$ cat config.mk
export PLATFORM = sky130hd
export DESIGN_NAME = ext_pin_irq_unit
export DESIGN_NICKNAME = d
export VERILOG_FILES = /design/src/rtl/eip_pkg.sv /design/src/rtl/eip_sync.sv /design/src/rtl/eip_regs.sv /design/src/rtl/eip_flag.sv /design/src/rtl/eip_ext_det.sv /design/src/rtl/eip_grp_det.sv /design/src/rtl/ext_pin_irq_unit.sv
export SDC_FILE = /design/constraint.sdc
export NUM_CORES = 1
export LEC_CHECK = 0
export BUFFER_PORTS_ARGS = -buffer_cell sky130_fd_sc_hd__buf_2
export CORE_ASPECT_RATIO = 0.8
export CORE_UTILIZATION = 50
export DETAILED_ROUTE_END_ITERATION = 6
export PLACE_DENSITY = 0.71
export REMOVE_ABC_BUFFERS = 1
export SLEW_MARGIN = 25
export SYNTH_ARGS = -nofsm -noshare
export SYNTH_HDL_FRONTEND = slang
export SYNTH_SLANG_ARGS = --single-unit
$ cat constraint.sdc
create_clock -name clk -period 4.4 [get_ports clk]
set_input_delay 0.88 -clock clk [delete_from_list [all_inputs] [get_ports clk]]
set_output_delay 0.88 -clock clk [all_outputs]
set_load 0.005 [all_outputs]
$ cat src/rtl/eip_pkg.sv
package eip_pkg;

  typedef enum logic [1:0] {
    SENSE_LOW  = 2'b00,
    SENSE_ANY  = 2'b01,
    SENSE_FALL = 2'b10,
    SENSE_RISE = 2'b11
  } sense_e;

  localparam int CTRL_SENSE_LSB = 0;
  localparam int CTRL_EXT_EN    = 2;
  localparam int CTRL_GRP_EN0   = 3;

  // clocked or raw edge decode against the previous sampled level
  function automatic logic edge_hit(sense_e m, logic prev, logic cur);
    case (m)
      SENSE_ANY:  return prev ^ cur;
      SENSE_FALL: return prev & ~cur;
      SENSE_RISE: return ~prev & cur;
      default:    return 1'b0;
    endcase
  endfunction

  function automatic logic level_low(sense_e m, logic cur);
    return (m == SENSE_LOW) && !cur;
  endfunction

endpackage

$ cat src/rtl/eip_sync.sv
module eip_sync #(
  parameter int W      = 17,
  parameter int STAGES = 2
) (
  input  logic         clk,
  input  logic         rst_n,
  input  logic [W-1:0] d,
  output logic [W-1:0] q
);
  logic [W-1:0] stg [STAGES];

  for (genvar s = 0; s < STAGES; s++) begin : g_stage
    if (s == 0) begin : g_first
      always_ff @(posedge clk or negedge rst_n)
        if (!rst_n) stg[0] <= '0;
        else        stg[0] <= d;
    end else begin : g_next
      always_ff @(posedge clk or negedge rst_n)
        if (!rst_n) stg[s] <= '0;
        else        stg[s] <= stg[s-1];
    end
  end

  assign q = stg[STAGES-1];
endmodule

$ cat src/rtl/eip_regs.sv
module eip_regs
  import eip_pkg::*;
#(
  parameter int NUM_GRP = 2,
  parameter int GRP_W   = 8,
  parameter int AW      = 3,
  parameter int DW      = 8
) (
  input  logic                   clk,
  input  logic                   rst_n,
  input  logic                   wr_en,
  input  logic [AW-1:0]          addr,
  input  logic [DW-1:0]          wdata,
  input  logic [NUM_GRP:0]       flag_q,
  output logic [GRP_W*NUM_GRP-1:0] mask_q,
  output sense_e                 sense_q,
  output logic                   ext_en_q,
  output logic [NUM_GRP-1:0]     grp_en_q,
  output logic [NUM_GRP:0]       flag_w1c,
  output logic [DW-1:0]          rdata
);
  localparam logic [AW-1:0] CTRL_ADDR = AW'(NUM_GRP);
  localparam logic [AW-1:0] FLAG_ADDR = AW'(NUM_GRP + 1);
  localparam int            NF        = NUM_GRP + 1;

  logic [DW-1:0] ctrl_q;

  for (genvar g = 0; g < NUM_GRP; g++) begin : g_mask
    localparam logic [AW-1:0] MY_ADDR = AW'(g);
    always_ff @(posedge clk or negedge rst_n)
      if (!rst_n)
        mask_q[g*GRP_W +: GRP_W] <= '0;
      else if (wr_en && addr == MY_ADDR)
        mask_q[g*GRP_W +: GRP_W] <= wdata[GRP_W-1:0];
  end

  always_ff @(posedge clk or negedge rst_n)
    if (!rst_n)                          ctrl_q <= '0;
    else if (wr_en && addr == CTRL_ADDR) ctrl_q <= wdata;

  assign sense_q  = sense_e'(ctrl_q[CTRL_SENSE_LSB +: 2]);
  assign ext_en_q = ctrl_q[CTRL_EXT_EN];
  assign grp_en_q = ctrl_q[CTRL_GRP_EN0 +: NUM_GRP];

  assign flag_w1c = (wr_en && addr == FLAG_ADDR) ? wdata[NF-1:0] : '0;

  always_comb begin
    rdata = '0;
    for (int g = 0; g < NUM_GRP; g++)
      if (addr == AW'(g)) rdata[GRP_W-1:0] = mask_q[g*GRP_W +: GRP_W];
    if (addr == CTRL_ADDR) rdata = ctrl_q;
    if (addr == FLAG_ADDR) rdata[NF-1:0] = flag_q;
  end
endmodule

$ cat src/rtl/eip_flag.sv
module eip_flag (
  input  logic clk,
  input  logic rst_n,
  input  logic set,
  input  logic clr,
  output logic q
);
  // set has priority so an event in the clearing cycle survives
  always_ff @(posedge clk or negedge rst_n)
    if (!rst_n)   q <= 1'b0;
    else if (set) q <= 1'b1;
    else if (clr) q <= 1'b0;
endmodule

$ cat src/rtl/eip_ext_det.sv
module eip_ext_det
  import eip_pkg::*;
(
  input  sense_e sense,
  input  logic   en,
  input  logic   prev,
  input  logic   cur,
  input  logic   raw,
  output logic   hit,
  output logic   lvl_low,
  output logic   wake
);
  assign hit     = edge_hit(sense, prev, cur);
  assign lvl_low = level_low(sense, cur);
  assign wake    = en & (level_low(sense, raw) | edge_hit(sense, prev, raw));
endmodule

$ cat src/rtl/eip_grp_det.sv
module eip_grp_det #(
  parameter int GRP_W = 8
) (
  input  logic             en,
  input  logic [GRP_W-1:0] mask,
  input  logic [GRP_W-1:0] prev,
  input  logic [GRP_W-1:0] cur,
  input  logic [GRP_W-1:0] raw,
  output logic             hit,
  output logic             wake
);
  assign hit  = |((cur ^ prev) & mask);
  assign wake = en & (|((raw ^ prev) & mask));
endmodule

$ cat src/rtl/ext_pin_irq_unit.sv
module ext_pin_irq_unit
  import eip_pkg::*;
#(
  parameter int GRP_W       = 8,
  parameter int NUM_GRP     = 2,
  parameter int SYNC_STAGES = 2,
  parameter int AW          = 3,
  parameter int DW          = 8
) (
  input  logic                     clk,
  input  logic                     rst_n,
  input  logic                     ext_pin,
  input  logic [GRP_W*NUM_GRP-1:0] gp_pins,
  input  logic                     reg_wr_en,
  input  logic [AW-1:0]            reg_addr,
  input  logic [DW-1:0]            reg_wdata,
  output logic [DW-1:0]            reg_rdata,
  input  logic                     ack_ext,
  input  logic [NUM_GRP-1:0]       ack_grp,
  output logic                     req_ext,
  output logic [NUM_GRP-1:0]       req_grp,
  output logic                     wake_req
);
  localparam int PIN_W     = GRP_W * NUM_GRP;
  localparam int SW        = PIN_W + 1;
  localparam int NUM_FLAGS = NUM_GRP + 1;

  logic [SW-1:0] raw_all, sync_all, prev_all;
  logic          ext_s, ext_prev;

  logic [PIN_W-1:0]     mask_q;
  sense_e               sense_q;
  logic                 ext_en_q;
  logic [NUM_GRP-1:0]   grp_en_q;
  logic [NUM_FLAGS-1:0] flag_w1c, flag_set, flag_clr, flag_q;

  logic                 ext_hit, ext_lvl_low, ext_wake;
  logic [NUM_GRP-1:0]   grp_hit, grp_wake;

  assign raw_all = {ext_pin, gp_pins};

  eip_sync #(.W(SW), .STAGES(SYNC_STAGES)) u_sync (
    .clk(clk), .rst_n(rst_n), .d(raw_all), .q(sync_all)
  );

  always_ff @(posedge clk or negedge rst_n)
    if (!rst_n) prev_all <= '0;
    else        prev_all <= sync_all;

  assign ext_s    = sync_all[PIN_W];
  assign ext_prev = prev_all[PIN_W];

  eip_regs #(.NUM_GRP(NUM_GRP), .GRP_W(GRP_W), .AW(AW), .DW(DW)) u_regs (
    .clk(clk), .rst_n(rst_n),
    .wr_en(reg_wr_en), .addr(reg_addr), .wdata(reg_wdata),
    .flag_q(flag_q), .mask_q(mask_q), .sense_q(sense_q),
    .ext_en_q(ext_en_q), .grp_en_q(grp_en_q),
    .flag_w1c(flag_w1c), .rdata(reg_rdata)
  );

  eip_ext_det u_ext (
    .sense(sense_q), .en(ext_en_q), .prev(ext_prev), .cur(ext_s),
    .raw(ext_pin), .hit(ext_hit), .lvl_low(ext_lvl_low), .wake(ext_wake)
  );

  for (genvar g = 0; g < NUM_GRP; g++) begin : g_grp
    eip_grp_det #(.GRP_W(GRP_W)) u_det (
      .en(grp_en_q[g]),
      .mask(mask_q[g*GRP_W +: GRP_W]),
      .prev(prev_all[g*GRP_W +: GRP_W]),
      .cur(sync_all[g*GRP_W +: GRP_W]),
      .raw(gp_pins[g*GRP_W +: GRP_W]),
      .hit(grp_hit[g]),
      .wake(grp_wake[g])
    );
  end

  assign flag_set = {grp_hit, ext_hit};
  assign flag_clr = flag_w1c | {ack_grp, ack_ext};

  for (genvar i = 0; i < NUM_FLAGS; i++) begin : g_flag
    eip_flag u_flag (
      .clk(clk), .rst_n(rst_n),
      .set(flag_set[i]), .clr(flag_clr[i]), .q(flag_q[i])
    );
  end

  assign req_ext  = ext_en_q & (ext_lvl_low | ((sense_q != SENSE_LOW) & flag_q[0]));
  assign req_grp  = grp_en_q & flag_q[NUM_FLAGS-1:1];
  assign wake_req = ext_wake | (|grp_wake);
endmodule

==> metrics.yaml <==
clock_latency_ps: 350
min_period_ps: 3170
ys_top_cells_by_area: "dfrtp_1 (62%), xor2_1 (8.9%), mux2_2 (7.2%), a22oi_1 (3.8%), mux4_2 (2.9%)"
hold_viol: 0
ff2ff_path_depth: 4
synth_ff_type: "dfrtp_1"
postSynthCellCount: 219
ctsHoldBuffers: 0
fin_worst_skew_ps: 7.49
cts.sinks: 78
slew_headroom: 0.536
firstDrtPassIters: 4
gp_congestion: 0.787
rows: 25
yosys_warnings: 0
drive_gt1_frac: 0.324
start_util: 0.524
setup_viol_count_final: 0
timing.hold.ws_ps: 351
maxCapViolCount: 0
crit_required_ps: 3520
grt_pass1_wl_mm: 10.0
htreeDepth: 3
path_clk_slew_ps: 70
cts_tree: "done"
drt_wl_total_mm: 6.05
power_frac_seq: 0.526
r2r_start: "u_sync.q[16]$_DFF_PN0_"
rsz0062_at_grt: "false"
r2r-end: "g_flag[0].u_flag.q$_DFFE_PN0P_"
pin_count: 46
grt_max_degree: 79
cts_buffers: 9
p_leak_nw: 1.70
antenna_left: 0
peakVddDrop_uv: 231
clk_path_buf_depth: 2
ys_seq_elements: 78
post-route-period-util: 0.720
p_sw_w: 0.000447
viasPerCell: 5.32
nets: 308
synth.distinct_cells: 28
intPower_w: 0.00121
avgSynthCellArea_um2: 14.3
cts-resized-gates: 0
post-dp-hpwl_mm: 4.24
worstHoldPathCells: 0
drt_iter0_markers: 101
post_cts_buffers: 0
synth_area_leader_cell: "dfrtp_1"
hold_class: "reg -> reg"
instances_no_fill: 356
p_total_w: 0.00165
crit_type: "in -> out"
grt_usage: 0.207
crit_path_start_kind: "primary input"
fmax_mhz: 316
final_max_slew_viol_count: 0
holdPathEnd: "u_sync.q[2]$_DFF_PN0_"
ys_seq_area_frac: 0.623
grt_pass1_vias: 1946
via_count: 1893
diodes: 0
portBuffers: 45
wl_per_cell_um: 17.0
critPathCaptureType: "output port"
antenna_found_initial: 0
die_area_um2: 6590
min-delay-start: "u_sync.stg[19]$_DFF_PN0_"
powerDensity_nw_per_um2: 454
sw_frac_of_total: 0.270
cp_data_arrival_time_ps: 2290
clkPwrFrac: 0.330
die_w_um: 90.5
dpl.cell_count: 340
syn_to_final_growth_pct: 16.5
p_comb_frac: 0.145
syn-cell-area_um2: 3130
synth_top_cell_area_share: 0.623
cp_max_fo: 3
drc: 0
ys_async_sr_fraction: 1.00
die_h_um: 72.8
rrSetupSlack_ps: 3090
cts_root_buffer: "clkbuf_8"
gr-total-overflow: 0
fin_tns_setup_ps: 0
coreArea_um2: 5970
status: "finished, final reports clean"
utilization: 0.610
synth_edf_count: 0
tightest_slew_ps: 696
Yosys cell counts (all sizes together), types with 3 or more instances:
| cell type | number |
|---|---|
| buf | 5 |
| ha | 4 |
| nand2 | 4 |
| dfrtp | 78 |
| mux4 | 4 |
| nand4 | 3 |
| xor2 | 32 |
| a22oi | 16 |
| mux2i | 5 |
| a21oi | 6 |
| nor2b | 5 |
| nor2 | 11 |
| mux2 | 24 |
| inv | 7 |
worst max-delay path: stages:
cell     delay, ps
buf_2          100
inv_1           50
ha_1           260
inv_1           30
mux4_2         470
a221o_1        370
buf_2          130
through the flow:
stage	area, um^2	setup slack [ps]
floorplan	3110	1540
global placement	3440	1240
detailed placement	3440	1220
CTS	3640	1230
global route	3650	1190
finish	3650	1230
state kept, by name, indices dropped and copies added (netlist names):
register and cells:
u_regs.ctrl_q 8, u_sync.stg 17, u_sync.q 17, g_flag.u_flag.q 3
u_regs.mask_q 16, prev_all 17
cells in the final DEF, fill, tap and decap left out:
master	n
nand2_1	4
ha_1	4
buf_6	1
nor2b_1	4
a211o_1	1
mux2_1	4
o21ai_0	1
a22oi_1	16
bufinv_16	1
nor2b_2	1
dfrtp_1	78
inv_6	1
mux2i_1	5
buf_2	44
inv_1	7
and2_1	2
mux2_2	20
xor2_1	32
clkinvlp_4	3
and3b_1	2
nand4_1	3
nand2b_1	1
and3_1	1
a41oi_1	1
nor3b_4	1
o211a_1	1
nor2_1	11
a31o_2	2
clkbuf_8	10
a21oi_1	6
mux4_2	4
clkinv_4	1
nor3b_1	1
a221o_1	1
how the worst max path moves through the flow:
stage / start / end / slack (ps) / cells past startpoint
5_1_grt: ext_pin / wake_req / 1190 / 7
6_report: ext_pin / wake_req / 1230 / 7
4_1_cts: ext_pin / wake_req / 1230 / 7
3_3_place_gp: ext_pin / wake_req / 1240 / 7
2_1_floorplan: ext_pin / wake_req / 1540 / 5
3_5_place_dp: ext_pin / wake_req / 1220 / 7
power by group through the flow:
stage	sequential [W]	clock, W	combinational, W
after global placement	0.000880	0	0.000235
after CTS	0.000870	0.000561	0.000241
after global routing	0.000882	0.000591	0.000266
final	0.000870	0.000546	0.000239
after detailed placement	0.000884	0	0.000240
after floorplan	0.000857	0	0.000154
layer usage:
metal,part of all wire,GRT usage
met5,0,0
met4,0.011,0.0627
met3,0.053,0.0688
met2,0.45,0.310
met1,0.49,0.288
logic make-up (layout without fill, tap and decap cells):
group | count (synthesis) | in the layout | share of synthesized area
DFF | 78 | 78 | 0.623
muxes | 33 | 33 | 0.131
xor gates and xnor gates | 32 | 32 | 0.0895
and+or+nand+nor | 31 | 31 | 0.0567
AOI/OAI and AO/OA | 29 | 29 | 0.0671
buffers and inverters | 12 | 68 | 0.0164
adders and majority gates | 4 | 4 | 0.0160
final cells by class:
| class | count | area, um^2 |
|---|---|---|
| inverters | 7 | 26.3 |
| flip-flops and latches | 78 | 1950 |
| multi-input cells | 129 | 1130 |
| clock buffers | 10 | 138 |
| repair buffers | 45 | 231 |
| well taps | 81 | 101 |
| clock inverters | 6 | 70.1 |
| fillers | 486 | 2330 |
Power figures use the tool's default switching activity.
